### config.mk
export PLATFORM = sky130hd
export DESIGN_NAME = lane_strobe_ctrl
export DESIGN_NICKNAME = d
export VERILOG_FILES = /design/src/rtl/lane_strobe_pkg.sv /design/src/rtl/lsc_cke_gate.sv /design/src/rtl/lsc_wr_gate.sv /design/src/rtl/lsc_mask_pipe.sv /design/src/rtl/lsc_rd_sched.sv /design/src/rtl/lane_strobe_ctrl.sv
export SDC_FILE = /design/constraint.sdc
export NUM_CORES = 1
export LEC_CHECK = 0
export BUFFER_PORTS_ARGS = -buffer_cell sky130_fd_sc_hd__buf_4
export CORE_UTILIZATION = 51
export DETAILED_ROUTE_END_ITERATION = 8
export MAX_ROUTING_LAYER = met4
export PLACE_DENSITY = 0.74
export SLEW_MARGIN = 40
export SYNTH_ARGS = -nofsm -noshare
export SYNTH_HDL_FRONTEND = slang
export SYNTH_SLANG_ARGS = --single-unit
### constraint.sdc
create_clock -name clk -period 1.6 [get_ports clk]
set_input_delay 0.32 -clock clk [delete_from_list [all_inputs] [get_ports clk]]
set_output_delay 0.32 -clock clk [all_outputs]
set_load 0.01 [all_outputs]
### src/rtl/lane_strobe_pkg.sv
package lane_strobe_pkg;
  typedef enum logic {
    CL_TWO   = 1'b0,
    CL_THREE = 1'b1
  } cas_sel_e;

  localparam int unsigned DEF_LANES      = 8;
  localparam int unsigned DEF_BURST_LEN  = 4;
  localparam int unsigned DEF_MAX_CL     = 3;
  localparam int unsigned DEF_RD_MASK_LAT = 2;
endpackage

### src/rtl/lsc_cke_gate.sv
module lsc_cke_gate (
  input  logic clk,
  input  logic rst_n_i,
  input  logic cke_i,
  output logic rst_n_o,
  output logic run_o
);
  logic [1:0] sync_q;
  logic       cke_q;
  logic       cke_d;

  always_ff @(posedge clk or negedge rst_n_i) begin
    if (!rst_n_i) sync_q <= 2'b00;
    else          sync_q <= {sync_q[0], 1'b1};
  end

  assign rst_n_o = sync_q[1];

  always_comb cke_d = cke_i;

  always_ff @(posedge clk or negedge rst_n_o) begin
    if (!rst_n_o) cke_q <= 1'b0;
    else          cke_q <= cke_d;
  end

  assign run_o = cke_q;
endmodule

### src/rtl/lsc_wr_gate.sv
module lsc_wr_gate #(
  parameter int unsigned LANES     = 8,
  parameter int unsigned BURST_LEN = 4
) (
  input  logic             clk,
  input  logic             rst_n,
  input  logic             run_i,
  input  logic             wr_cmd_i,
  input  logic [LANES-1:0] dqm_i,
  output logic [LANES-1:0] wr_en_o
);
  localparam int unsigned CW = $clog2(BURST_LEN + 1);
  localparam logic [CW-1:0] LOAD = CW'(BURST_LEN - 1);

  logic [CW-1:0] cnt_q, cnt_d;
  logic          act;

  always_comb begin
    cnt_d = cnt_q;
    if (run_i) begin
      if (wr_cmd_i)            cnt_d = LOAD;
      else if (cnt_q != '0)    cnt_d = cnt_q - 1'b1;
    end
  end

  always_ff @(posedge clk or negedge rst_n) begin
    if (!rst_n) cnt_q <= '0;
    else        cnt_q <= cnt_d;
  end

  assign act = run_i & (wr_cmd_i | (cnt_q != '0));

  for (genvar g = 0; g < LANES; g++) begin : g_lane
    assign wr_en_o[g] = act & ~dqm_i[g];
  end

  assert_wr_load_R2: assert property (@(posedge clk) disable iff (!rst_n)
    (run_i && wr_cmd_i) |=> (cnt_q == LOAD));

  assert_wr_hold_R6: assert property (@(posedge clk) disable iff (!rst_n)
    !run_i |=> $stable(cnt_q));
endmodule

### src/rtl/lsc_mask_pipe.sv
module lsc_mask_pipe #(
  parameter int unsigned LANES = 8,
  parameter int unsigned DEPTH = 2
) (
  input  logic             clk,
  input  logic             rst_n,
  input  logic             run_i,
  input  logic [LANES-1:0] dqm_i,
  output logic [LANES-1:0] mask_o
);
  logic [LANES-1:0] stg_q [DEPTH];
  logic [LANES-1:0] stg_d [DEPTH];

  for (genvar s = 0; s < DEPTH; s++) begin : g_stage
    if (s == 0) begin : g_head
      always_comb stg_d[s] = run_i ? dqm_i : stg_q[s];
    end else begin : g_tail
      always_comb stg_d[s] = run_i ? stg_q[s-1] : stg_q[s];
    end

    always_ff @(posedge clk or negedge rst_n) begin
      if (!rst_n) stg_q[s] <= '0;
      else        stg_q[s] <= stg_d[s];
    end
  end

  assign mask_o = stg_q[DEPTH-1];

  assert_mask_capture_R5: assert property (@(posedge clk) disable iff (!rst_n)
    run_i |=> (stg_q[0] == $past(dqm_i)));

  assert_mask_hold_R6: assert property (@(posedge clk) disable iff (!rst_n)
    !run_i |=> $stable(mask_o));
endmodule

### src/rtl/lsc_rd_sched.sv
module lsc_rd_sched #(
  parameter int unsigned BURST_LEN = 4,
  parameter int unsigned MAX_CL    = 3
) (
  input  logic clk,
  input  logic rst_n,
  input  logic run_i,
  input  logic rd_cmd_i,
  input  logic cl_long_i,
  output logic burst_o
);
  localparam int unsigned CW = $clog2(BURST_LEN + 1);
  localparam logic [CW-1:0] LOAD = CW'(BURST_LEN - 1);

  logic [MAX_CL:1] dly_q, dly_d;
  logic [CW-1:0]   cnt_q, cnt_d;
  logic            start;

  assign start = cl_long_i ? dly_q[MAX_CL] : dly_q[MAX_CL-1];

  always_comb begin
    dly_d = dly_q;
    cnt_d = cnt_q;
    if (run_i) begin
      dly_d = {dly_q[MAX_CL-1:1], rd_cmd_i};
      if (start)              cnt_d = LOAD;
      else if (cnt_q != '0)   cnt_d = cnt_q - 1'b1;
    end
  end

  always_ff @(posedge clk or negedge rst_n) begin
    if (!rst_n) begin
      dly_q <= '0;
      cnt_q <= '0;
    end else begin
      dly_q <= dly_d;
      cnt_q <= cnt_d;
    end
  end

  assign burst_o = start | (cnt_q != '0);

  assert_rd_capture_R3: assert property (@(posedge clk) disable iff (!rst_n)
    (run_i && rd_cmd_i) |=> dly_q[1]);

  assert_rd_restart_R4: assert property (@(posedge clk) disable iff (!rst_n)
    (run_i && start) |=> (cnt_q == LOAD));

  assert_rd_freeze_R6: assert property (@(posedge clk) disable iff (!rst_n)
    !run_i |=> ($stable(dly_q) && $stable(cnt_q)));
endmodule

### src/rtl/lane_strobe_ctrl.sv
module lane_strobe_ctrl
  import lane_strobe_pkg::*;
#(
  parameter int unsigned LANES       = DEF_LANES,
  parameter int unsigned BURST_LEN   = DEF_BURST_LEN,
  parameter int unsigned MAX_CL      = DEF_MAX_CL,
  parameter int unsigned RD_MASK_LAT = DEF_RD_MASK_LAT
) (
  input  logic             clk,
  input  logic             rst_n,
  input  logic             cke,
  input  logic             rd_cmd,
  input  logic             wr_cmd,
  input  logic             cl_sel,
  input  logic [LANES-1:0] dqm,
  output logic [LANES-1:0] wr_en,
  output logic [LANES-1:0] rd_oe
);
  logic             rst_n_int;
  logic             run;
  logic             burst;
  logic             cl_long;
  logic [LANES-1:0] rd_mask;

  assign cl_long = (cas_sel_e'(cl_sel) == CL_THREE);

  lsc_cke_gate u_gate (
    .clk     (clk),
    .rst_n_i (rst_n),
    .cke_i   (cke),
    .rst_n_o (rst_n_int),
    .run_o   (run)
  );

  lsc_wr_gate #(.LANES(LANES), .BURST_LEN(BURST_LEN)) u_wr (
    .clk      (clk),
    .rst_n    (rst_n_int),
    .run_i    (run),
    .wr_cmd_i (wr_cmd),
    .dqm_i    (dqm),
    .wr_en_o  (wr_en)
  );

  lsc_mask_pipe #(.LANES(LANES), .DEPTH(RD_MASK_LAT)) u_mask (
    .clk    (clk),
    .rst_n  (rst_n_int),
    .run_i  (run),
    .dqm_i  (dqm),
    .mask_o (rd_mask)
  );

  lsc_rd_sched #(.BURST_LEN(BURST_LEN), .MAX_CL(MAX_CL)) u_rd (
    .clk       (clk),
    .rst_n     (rst_n_int),
    .run_i     (run),
    .rd_cmd_i  (rd_cmd),
    .cl_long_i (cl_long),
    .burst_o   (burst)
  );

  for (genvar g = 0; g < LANES; g++) begin : g_oe
    assign rd_oe[g] = burst & ~rd_mask[g];
  end

  assert_oe_frozen_R6: assert property (@(posedge clk) disable iff (!rst_n_int)
    !run |=> $stable(rd_oe));

  assert_wr_frozen_R7: assert property (@(posedge clk) disable iff (!rst_n_int)
    !run |-> (wr_en == '0));
endmodule

==> results by group <==
CTS
  • Worst-Skew Late Latency: 340 ps
  • H-tree depth: 1
  • Clk slew on worst S/H paths: ~150 ps
  • Worst-case clock buffer depth: 2
  • Root Buffer: clkbuf_4
  • CTS tree: yes
  • Clock Sinks: 28
  • Cts bufs inserted: 3

Place
  • Placed inst area: around 1500 um^2
  • IO buf count: 29
  • Routability Congestion: roughly 0.69
  • Hpwl dp: 1520 um

Route
  • DR iter-0 viols: 6
  • First-pass DRT Iterations: 3
  • Total number of vias: just under 900
  • DRC: 0
  • Post-route ant nets: 0
  • Vias per inst: 5.14
  • Post-DR wirelength/cell: between 10 and 15 um
  • Total Routed Length: between 2000 and 3000 um

GRT
  • Initial antenna violation count: 0
  • First-pass GRT wire length: roughly 4000 um
  • Largest net degree at the start of global routing: 23
  • Total GRT Usage: between 20 and 25%
  • Grt ovf: 0
  • Number of global-route vias before repair: between 800 and 900

Synth
  • Yosys top cell area share: 57.9%
  • Synthesized area: around 1200 um^2
  • Average instance area after synthesis: around 13 um^2
  • Number of synthesized flops with an enable pin: 0
  • Sequential area share after synthesis: between 50% and 60%
  • Synth async-reset ratio: 100%
  • Top_reg_cell synth: dfrtp_1
  • YS warnings: 0
  • Syn_nets: between 100 and 150
  • Synth top cells by count: dfrtp_1 (28), mux2_2 (20), nor2_1 (17), inv_1 (8), ha_1 (4)
  • Dominant cells by area after synthesis: dfrtp_1 (58%), mux2_2 (19%), nor2_1 (5.3%)
  • Yosys top cell by area: dfrtp_1
  • Mapped Cells: 94
  • Count leader, synth: dfrtp_1
  • #FFs+latches synth: 28
  • Distinct cell type count after synthesis: 18

Timing
  • Fin. Hold Viols: 0
  • Final Skew: between 8 and 9 ps
  • Final min period: slightly below 2000 ps
  • Slew Viols, Final: 0
  • RSZ-0062 raised after global routing: true
  • Slack of the critical path: -362 ps
  • Fmax: 0.510 GHz
  • # setup viols final: 17
  • Final hold slack: approximately 80 ps
  • Setup TNS: -4510 ps
  • Period Utilization, post-route: 123%

Run status
  • Failing checks: setup timing
  • Status: finished with violations

Hold path
  • Min-Delay Path Class: reg -> async

Layout
  • Final Instance Area: around 1800 um^2
  • P&R area growth vs syn: 44.8%
  • Antenna Cells: 0
  • Share of cells above drive strength 1: 66.7%
  • Fillcell total: around 140
  • Nets@finish: between 150 and 200

Worst setup path
  • Req. time, crit path: about 1300 ps
  • Arrival time worst endpoint: 1640 ps
  • CP max stage cell: dfrtp_1
  • Crit-path cells: inv_2 -> ha_4 -> ha_4 -> inv_2 -> o21ai_4 -> buf_6 -> nor2_1 -> buf_4
  • CP Max Fanout: 6
  • Cell family contributing the most delay on the critical path: buffers and inverters
  • Critical path capture point type: primary output
  • Setup crit start kind: flop
  • Buffers plus inverters on the worst setup path: 4
  • R2R Setup Slk: -110 ps
  • Critical Path Max Stage Delay: ~400 ps
  • Crit Path Class: reg -> out

Power and ir drop
  • Leakage: between 0.8 and 0.9 nW
  • Max rail drop VDD: ~0.74 mV
  • Cell Pwr Density: 1130 nW/um^2

Floorplan
  • Starting Density: between 50% and 60%
  • Die H: ~51 um
  • Die area: 2570 um^2
  • Die Wd: between 50 and 60 um
  • Floorplan row count: 17
  • IO Count: 30
  • Core area: approximately 2200 um^2

Job
  • Number of max-cap violations: 0
cell type report:
cell class                      instances  area (um^2)  share of cell area, %
Clock inverter                          1         30.0                   1.71
Clock buffer                            3         22.5                   1.29
Sequential cell                        28          701                   40.0
Multi-Input combinational cell         54          552                   31.5
Inverter                                8         30.0                   1.71
Tap cell                               28         35.0                   2.00
Timing Repair Buffer                   47          382                   21.8
power breakdown:
part | switching, mW | internal, mW
Sequential | 0.0629 | 0.812
Clock | 0.211 | 0.254
Combinational | 0.268 | 0.364
Total | 0.542 | 1.43
metal layers:
layer	up-vias	routed length, um	GRT usage [%]
met5	-	0	-
met4	0	59	9.26
met3	4	78	2.73
met2	20	1310	36.4
met1	438	1070	28.1
li1	406	-	-
worst register-to-register path, cell delays in order (launching register included):
cell,delay [ps]
dfrtp_1,400
inv_2,90
ha_4,150
ha_4,130
inv_2,50
o21ai_4,170
buf_6,150
buf_4,110
buf_6,90
mux2_4,290
worst paths after layout:
| path | from | cells after the start | end |
|---|---|---|---|
| setup / recovery | u_wr.cnt_q[0]$_DFFE_PN0P_ | 8 | wr_en[5] |
| max in group asynchronous | u_gate.sync_q[1]$_DFF_PN0_ | 1 | u_mask.mask_o[1]$_DFFE_PN0P_ |
| min in group clk | cke | 1 | u_gate.run_o$_DFF_PN0_ |
| hold / removal | u_gate.sync_q[1]$_DFF_PN0_ | 0 | u_mask.stg_q[15]$_DFFE_PN0P_ |
| hold reg to reg | u_gate.sync_q[1]$_DFF_PN0_ | 0 | u_mask.stg_q[15]$_DFFE_PN0P_ |
| setup reg to reg | u_wr.cnt_q[0]$_DFFE_PN0P_ | 9 | u_wr.cnt_q[2]$_DFFE_PN0P_ |
metrics by stage:
stage | cells | worst slack, ps | utilization [%] | power [mW]
finish | 169 | -362 | 78.4 | 1.97
detailed placement | 153 | -87.6 | 66.0 | 1.30
global route | 169 | -426 | 78.4 | 2.07
global placement | 153 | -27.2 | 66.0 | 1.28
floorplan | 94 | 67.2 | - | 1.12
CTS | 166 | -306 | 75.3 | 1.88
state kept, by name, summed over array words and instances, names as in the netlist:
signal and cells:
u_gate.run_o 1, u_mask.mask_o 8, u_rd.dly_q 3, u_gate.sync_q 2, u_rd.cnt_q 3, u_wr.cnt_q 3
u_mask.stg_q 8
logic make-up (layout without fill, tap and decap cells):
| kind of cell | after synthesis | after routing | synth area share [%] |
|---|---|---|---|
| other cells | 1 | 1 | 0.310 |
| compound gates | 6 | 6 | 3.41 |
| mux | 22 | 22 | 20.3 |
| simple gates | 21 | 21 | 8.69 |
| flops | 28 | 28 | 57.9 |
| fa+ha+maj | 4 | 4 | 4.14 |
| buf+inv | 12 | 59 | 5.27 |
placed cells by master (no fill, tap or decap), types with 2 or more instances in the layout:
| cell type | count |
|---|---|
| clkbuf_4 | 3 |
| nor2_2 | 7 |
| mux2i_1 | 2 |
| inv_2 | 5 |
| nor2_1 | 8 |
| nor2_4 | 2 |
| inv_1 | 3 |
| buf_6 | 7 |
| a21oi_2 | 2 |
| ha_4 | 4 |
| buf_4 | 39 |
| dfrtp_1 | 28 |
| mux2_2 | 19 |
repair_timing:
| action | 4_1_cts | 5_1_grt |
|---|---|---|
| hold buffers | 1 | 0 |
| resized for setup | 23 | 14 |
| setup buffers | 8 | 3 |
| pin swaps | 6 | 6 |
| endpoints found under the setup margin | 17 | 19 |
| hold endpoints to repair | 2 | 0 |
Power figures use the tool's default switching activity.
